`src/rtl/ucsr_pkg.sv`:
```
package ucsr_pkg;
  localparam int ADDR_W = 12;
  localparam int FUNC_W = 3;
  localparam int IMM_W  = 5;

  localparam logic [ADDR_W-1:0] A_FLAGS = 12'h001;
  localparam logic [ADDR_W-1:0] A_RMODE = 12'h002;
  localparam logic [ADDR_W-1:0] A_FPCMB = 12'h003;

  typedef enum logic [1:0] {
    OP_NONE = 2'b00,
    OP_RW   = 2'b01,
    OP_SET  = 2'b10,
    OP_CLR  = 2'b11
  } op_e;

  typedef enum logic [2:0] {
    SEL_NONE,
    SEL_FLAGS,
    SEL_RMODE,
    SEL_FPCMB,
    SEL_CNT
  } sel_e;

  typedef struct packed {
    logic       legal;
    logic       wr;
    sel_e       sel;
    logic [1:0] cidx;
    logic       hi;
    op_e        op;
  } dec_t;
endpackage

```
`src/rtl/ucsr_decode.sv`:
```
module ucsr_decode
  import ucsr_pkg::*;
#(
  parameter int XLEN = 32
) (
  input  logic [ADDR_W-1:0] addr,
  input  logic [FUNC_W-1:0] func,
  input  logic [XLEN-1:0]   rs1_val,
  input  logic [IMM_W-1:0]  rs1_idx,
  output dec_t              dec,
  output logic [XLEN-1:0]   operand
);
  localparam bit HAS_HI = (XLEN == 32);

  logic zero_src;
  logic wr_try;
  logic is_cnt;
  op_e  op;
  sel_e sel;

  always_comb begin
    op       = op_e'(func[1:0]);
    operand  = func[2] ? {{(XLEN-IMM_W){1'b0}}, rs1_idx} : rs1_val;
    zero_src = (rs1_idx == '0);
    wr_try   = (op == OP_RW) || !zero_src;

    is_cnt = (addr[11:8] == 4'hC) && (addr[6:2] == 5'd0) &&
             (addr[1:0] != 2'b11) && (!addr[7] || HAS_HI);

    if (addr == A_FLAGS)      sel = SEL_FLAGS;
    else if (addr == A_RMODE) sel = SEL_RMODE;
    else if (addr == A_FPCMB) sel = SEL_FPCMB;
    else if (is_cnt)          sel = SEL_CNT;
    else                      sel = SEL_NONE;

    dec.op    = op;
    dec.sel   = sel;
    dec.cidx  = addr[1:0];
    dec.hi    = addr[7];
    dec.legal = (op != OP_NONE) && (sel != SEL_NONE) &&
                !((sel == SEL_CNT) && wr_try);
    dec.wr    = dec.legal && wr_try && (sel != SEL_CNT);
  end
endmodule

```
`src/rtl/ucsr_counter.sv`:
```
module ucsr_counter #(
  parameter int W = 64
) (
  input  logic         clk,
  input  logic         rst_n,
  input  logic         inc,
  output logic [W-1:0] cnt
);
  logic [W-1:0] cnt_d;
  logic [W-1:0] cnt_q;

  always_comb begin
    cnt_d = cnt_q + {{(W-1){1'b0}}, 1'b1};
  end

  always_ff @(posedge clk or negedge rst_n) begin
    if (!rst_n)   cnt_q <= '0;
    else if (inc) cnt_q <= cnt_d;
  end

  assign cnt = cnt_q;
endmodule

```
`src/rtl/ucsr_fpstate.sv`:
```
module ucsr_fpstate
  import ucsr_pkg::*;
#(
  parameter int XLEN  = 32,
  parameter int FLG_W = 5,
  parameter int RM_W  = 3
) (
  input  logic            clk,
  input  logic            rst_n,
  input  logic            wr_en,
  input  sel_e            sel,
  input  op_e             op,
  input  logic [XLEN-1:0] operand,
  output logic [XLEN-1:0] rdata,
  output logic [FLG_W-1:0] flags,
  output logic [RM_W-1:0]  rmode
);
  localparam int CMB_W = FLG_W + RM_W;

  logic [FLG_W-1:0] flg_q, flg_d;
  logic [RM_W-1:0]  rm_q,  rm_d;
  logic [XLEN-1:0]  newv;

  // Old view of the shared storage at the selected alias.
  always_comb begin
    case (sel)
      SEL_FLAGS: rdata = {{(XLEN-FLG_W){1'b0}}, flg_q};
      SEL_RMODE: rdata = {{(XLEN-RM_W){1'b0}}, rm_q};
      SEL_FPCMB: rdata = {{(XLEN-CMB_W){1'b0}}, rm_q, flg_q};
      default:   rdata = '0;
    endcase
  end

  always_comb begin
    case (op)
      OP_RW:   newv = operand;
      OP_SET:  newv = rdata | operand;
      OP_CLR:  newv = rdata & ~operand;
      default: newv = rdata;
    endcase
    flg_d = flg_q;
    rm_d  = rm_q;
    case (sel)
      SEL_FLAGS: flg_d = newv[FLG_W-1:0];
      SEL_RMODE: rm_d  = newv[RM_W-1:0];
      SEL_FPCMB: begin
        flg_d = newv[FLG_W-1:0];
        rm_d  = newv[CMB_W-1:FLG_W];
      end
      default: ;
    endcase
  end

  always_ff @(posedge clk or negedge rst_n) begin
    if (!rst_n) begin
      flg_q <= '0;
      rm_q  <= '0;
    end else if (wr_en) begin
      flg_q <= flg_d;
      rm_q  <= rm_d;
    end
  end

  assign flags = flg_q;
  assign rmode = rm_q;
endmodule

```
`src/rtl/ucsr_exec.sv`:
```
module ucsr_exec
  import ucsr_pkg::*;
#(
  parameter int XLEN  = 32,
  parameter int CNT_W = 64,
  parameter int FLG_W = 5,
  parameter int RM_W  = 3
) (
  input  logic                  clk,
  input  logic                  rst_n,
  input  logic                  req_valid,
  input  logic [ADDR_W-1:0]     req_addr,
  input  logic [FUNC_W-1:0]     req_func,
  input  logic [XLEN-1:0]       req_rs1_val,
  input  logic [IMM_W-1:0]      req_rs1_idx,
  input  logic                  retire,
  input  logic                  time_tick,
  output logic                  rsp_valid,
  output logic [XLEN-1:0]       rsp_data,
  output logic                  rsp_illegal
);
  localparam int NUM_CNT = 3;

  dec_t             dec;
  logic [XLEN-1:0]  operand;
  logic [XLEN-1:0]  fp_rdata;
  logic [FLG_W-1:0] fp_flags;
  logic [RM_W-1:0]  fp_rmode;
  logic [CNT_W-1:0] cnt_val [NUM_CNT];
  logic [NUM_CNT-1:0] cnt_inc;
  logic [CNT_W-1:0] cnt_pick;
  logic [XLEN-1:0]  rd_val;

  logic            vld_q, vld_d;
  logic            ill_q, ill_d;
  logic [XLEN-1:0] dat_q, dat_d;

  ucsr_decode #(.XLEN(XLEN)) dec_i (
    .addr    (req_addr),
    .func    (req_func),
    .rs1_val (req_rs1_val),
    .rs1_idx (req_rs1_idx),
    .dec     (dec),
    .operand (operand)
  );

  ucsr_fpstate #(.XLEN(XLEN), .FLG_W(FLG_W), .RM_W(RM_W)) fp_i (
    .clk     (clk),
    .rst_n   (rst_n),
    .wr_en   (req_valid && dec.wr),
    .sel     (dec.sel),
    .op      (dec.op),
    .operand (operand),
    .rdata   (fp_rdata),
    .flags   (fp_flags),
    .rmode   (fp_rmode)
  );

  // Index 0 cycles, 1 wall time, 2 retired instructions.
  assign cnt_inc = {retire, time_tick, 1'b1};

  for (genvar g = 0; g < NUM_CNT; g++) begin : g_cnt
    ucsr_counter #(.W(CNT_W)) cnt_i (
      .clk   (clk),
      .rst_n (rst_n),
      .inc   (cnt_inc[g]),
      .cnt   (cnt_val[g])
    );
  end

  always_comb begin
    case (dec.cidx)
      2'd0:    cnt_pick = cnt_val[0];
      2'd1:    cnt_pick = cnt_val[1];
      default: cnt_pick = cnt_val[2];
    endcase
    if (dec.sel == SEL_CNT)
      rd_val = dec.hi ? cnt_pick[CNT_W-1 -: XLEN] : cnt_pick[XLEN-1:0];
    else
      rd_val = fp_rdata;
  end

  always_comb begin
    vld_d = req_valid;
    ill_d = !dec.legal;
    dat_d = dec.legal ? rd_val : '0;
  end

  always_ff @(posedge clk or negedge rst_n) begin
    if (!rst_n) begin
      vld_q <= 1'b0;
    end else begin
      vld_q <= vld_d;
    end
  end

  always_ff @(posedge clk or negedge rst_n) begin
    if (!rst_n) begin
      ill_q <= 1'b0;
      dat_q <= '0;
    end else if (req_valid) begin
      ill_q <= ill_d;
      dat_q <= dat_d;
    end
  end

  assign rsp_valid   = vld_q;
  assign rsp_illegal = ill_q;
  assign rsp_data    = dat_q;
endmodule

```
`config.mk`:
```
export PLATFORM = sky130hd
export DESIGN_NAME = ucsr_exec
export DESIGN_NICKNAME = d
export VERILOG_FILES = /design/src/rtl/ucsr_pkg.sv /design/src/rtl/ucsr_decode.sv /design/src/rtl/ucsr_counter.sv /design/src/rtl/ucsr_fpstate.sv /design/src/rtl/ucsr_exec.sv
export SDC_FILE = /design/constraint.sdc
export NUM_CORES = 1
export LEC_CHECK = 0
export ABC_AREA = 0
export BUFFER_PORTS_ARGS = -buffer_cell sky130_fd_sc_hd__buf_2
export CORE_MARGIN = 3
export CORE_UTILIZATION = 35
export DETAILED_ROUTE_END_ITERATION = 12
export MAX_ROUTING_LAYER = met4
export PLACE_DENSITY_LB_ADDON = 0.15
export SYNTH_ARGS = -nofsm -noshare
export SYNTH_HDL_FRONTEND = slang
export SYNTH_SLANG_ARGS = --single-unit
export TNS_END_PERCENT = 20
```
`constraint.sdc`:
```
create_clock -name clk -period 3.5 [get_ports clk]
set_input_delay 0.175 -clock clk [delete_from_list [all_inputs] [get_ports clk]]
set_output_delay 0.175 -clock clk [all_outputs]
set_load 0.01 [all_outputs]
```
==> impl_metrics.json <==
{
  "setup_violations": 0,
  "hold_viol": 0,
  "slew_violations": 0,
  "antenna_cells": 0,
  "holdPathStages": 5,
  "cts_resized": 0,
  "final_core_util": 0.414,
  "cts_buffers": 28,
  "yosysWarnings": 0,
  "wl_per_cell_um": 20.1,
  "clk_root_buffer_cell": "clkbuf_16",
  "cts_tree": "built",
  "htree_num_levels": 1,
  "gp_congestion": 0.889,
  "stdcell_area_sq_mm": 0.0140,
  "required_ps": 3930,
  "syn_area_sq_mm": 0.0121,
  "grt.overflow.total": 0,
  "placedCellCount": 1602,
  "ios": 91,
  "rsz0062_at_grt": "no",
  "critPathTopFamily": "simple AND/OR/NAND/NOR gates",
  "fmax_mhz": 386,
  "combPwrFrac": 0.069,
  "synth_top_area_frac": 0.483,
  "synth_cells": 1111,
  "pre_cts_slack_ps": 883,
  "yosysSeqAreaShare": 0.483,
  "p_int_mw": 4.86,
  "max_stage_delay_ps": 580,
  "post_cts_buffers": 0,
  "placed_area_sq_mm": 0.0130,
  "ys_types": 48,
  "power_switching_mw": 1.54,
  "antenna_found_initial": 2,
  "fin_nets": 1248,
  "synth_area_leaders": "dfrtp_1, xnor2_1, xor2_1",
  "drc": 0,
  "crit_path_cell_trace": "ha_1 > inv_1 > or4_4 > or4_4 > or4_4 > xnor2_2",
  "syn_to_final_growth_pct": 15.7,
  "crit_type": "reg2reg",
  "cpMostUsedCell": "or4_4",
  "crit_path_end_kind": "register",
  "async_flop_share": 1.00,
  "drt-total-wl_um": 33400,
  "status": "completed",
  "dieWidth_um": 192,
  "finalSetupTns_ps": 0,
  "syn-num-nets": 1171,
  "synth.most_common_cell": "dfrtp_1",
  "p_leak_nw": 6.36,
  "grt_pass1_wl_um": 52000,
  "synth-seq-cells": 234,
  "cp_data_arrival_time_ps": 3030,
  "p_seq_frac": 0.452,
  "p_clk_frac": 0.479,
  "crit_path_start_kind": "register",
  "slew_headroom": 0.413,
  "numPortBuffers": 66,
  "drtAntennaViolNets": 0,
  "first_global_vias": 8572,
  "syn_area_per_cell_sq_um": 10.9,
  "core_sq_mm": 0.0339,
  "clkTransAtPathRegs_ps": 60,
  "fp-row-count": 67,
  "vias": 8675,
  "dieArea_sq_mm": 0.0369,
  "cap_violations": 0,
  "cp_num_buf_inv": 1,
  "ir_drop_mv": 0.413,
  "hp-class": "in2reg",
  "cp_slowest_cell": "or4_4",
  "grt_usage": 0.188,
  "hp-start": "req_rs1_val[4]",
  "clk_latency_ps": 550,
  "cts.sinks": 234,
  "final_cells": 1658,
  "sw_frac_of_total": 0.240,
  "powerDensity_mw_per_mm2": 456,
  "reg2regPathDepth": 6,
  "dr.pass1.iters": 4,
  "skew_ps": 24.5,
  "synthTopCellsByCount": "dfrtp_1, xnor2_1, xor2_1, nand2_1, nor2_1",
  "synth_top_area_cell": "dfrtp_1",
  "drive_gt1_frac": 0.199,
  "crit_fanout": 5,
  "ys.flop_type": "dfrtp_1",
  "dp_hpwl_um": 24500,
  "die_h_um": 192,
  "drt-initial-drc-count": 389,
  "grt_max_degree": 83,
  "worst_slew_pin_slew_ps": 873,
  "synth_edf_count": 0,
  "r2r_start": "g_cnt[0].cnt_i.cnt[0]$_DFF_PN0_",
  "timing.final.crit_share": 0.741,
  "startpoint": "g_cnt[0].cnt_i.cnt[0]$_DFF_PN0_",
  "drt-vias-per-instance": 5.23,
  "cts.path.max_buffers": 3,
  "setup_slack_ps": 907,
  "worst-path-stages": 6,
  "start_util": 0.358,
  "post-route-min-period_ps": 2590
}
## worst paths after layout
path	to	slack (ps)
min in group asynchronous	g_cnt[1].cnt_i.cnt[17]$_DFFE_PN0P_	180
worst min register to register	g_cnt[1].cnt_i.cnt[63]$_DFFE_PN0P_	470
worst max-delay path	g_cnt[0].cnt_i.cnt[56]$_DFF_PN0_	910
worst max register to register	g_cnt[0].cnt_i.cnt[56]$_DFF_PN0_	910
worst min-delay path	fp_i.flags[4]$_DFFE_PN0P_	70
max in group asynchronous	g_cnt[2].cnt_i.cnt[31]$_DFFE_PN0P_	2300
## worst reg2reg max path: stages, from the launching register on
cell,delay [ps]
dfrtp_1,390
ha_1,220
inv_1,100
or4_4,580
or4_4,550
or4_4,510
xnor2_2,140
## sequential cells by signal, summed over array words and instances, names as in the netlist
register,cells
fp_i.flags,5
rsp_illegal,1
fp_i.rmode,3
rsp_data,32
rsp_valid,1
g_cnt.cnt_i.cnt,192
## cell usage in the layout, fill, tap and decap left out, types with 33 or more instances in the layout
cell,Yosys,layout
nor3_1,44,44
nor2_1,85,84
mux2_2,59,59
dfrtp_1,234,234
nand3_1,62,62
xor2_1,86,86
nand2_1,85,85
inv_1,33,33
xnor2_1,101,101
nand4_1,56,56
buf_2,1,64
## layer usage
layer,wire length [um],track usage
met1,16500,0.281
met2,14700,0.270
met3,1580,0.0288
met4,549,0.0370
met5,0,-
## power by group through the flow
stage | clock network [mW] | registers, mW | logic [mW]
2_1_floorplan | 0 | 2.92 | 0.277
3_3_place_gp | 0 | 2.94 | 0.447
3_5_place_dp | 0 | 2.94 | 0.447
4_1_cts | 3.15 | 2.89 | 0.454
5_1_grt | 3.28 | 2.91 | 0.495
6_report | 3.07 | 2.89 | 0.443
## kinds of logic (layout without fill, tap and decap cells)
group	after synthesis	count (layout)	share of synthesized area
simple gates	431	431	0.185
flops	234	234	0.483
xor+xnor	188	188	0.136
mux	99	99	0.120
compound gates	83	83	0.0491
buf+inv	73	172	0.0239
fa+ha+maj	3	3	0.00310
## timing repair
item	4_1_cts	5_1_grt
hold buffers	4	0
setup endpoints to repair	0	0
hold endpoints to repair	76	0
## area by class of cell
class	instances	area, sq um
fill	3340	19800
multi-input combinational	804	5990
sequential	234	5860
clock buffer	42	843
tap	448	561
timing repair buffer	87	523
clock inverter	10	139
inverter	33	124
## metrics by stage
stage	power (mW)	hold slack (ps)
4_1_cts	6.50	49.8
6_report	6.40	73.1
3_5_place_dp	3.39	190
2_1_floorplan	3.19	-121
3_3_place_gp	3.39	193
5_1_grt	6.68	89.4
No activity file was read; power rests on OpenSTA's default activity.
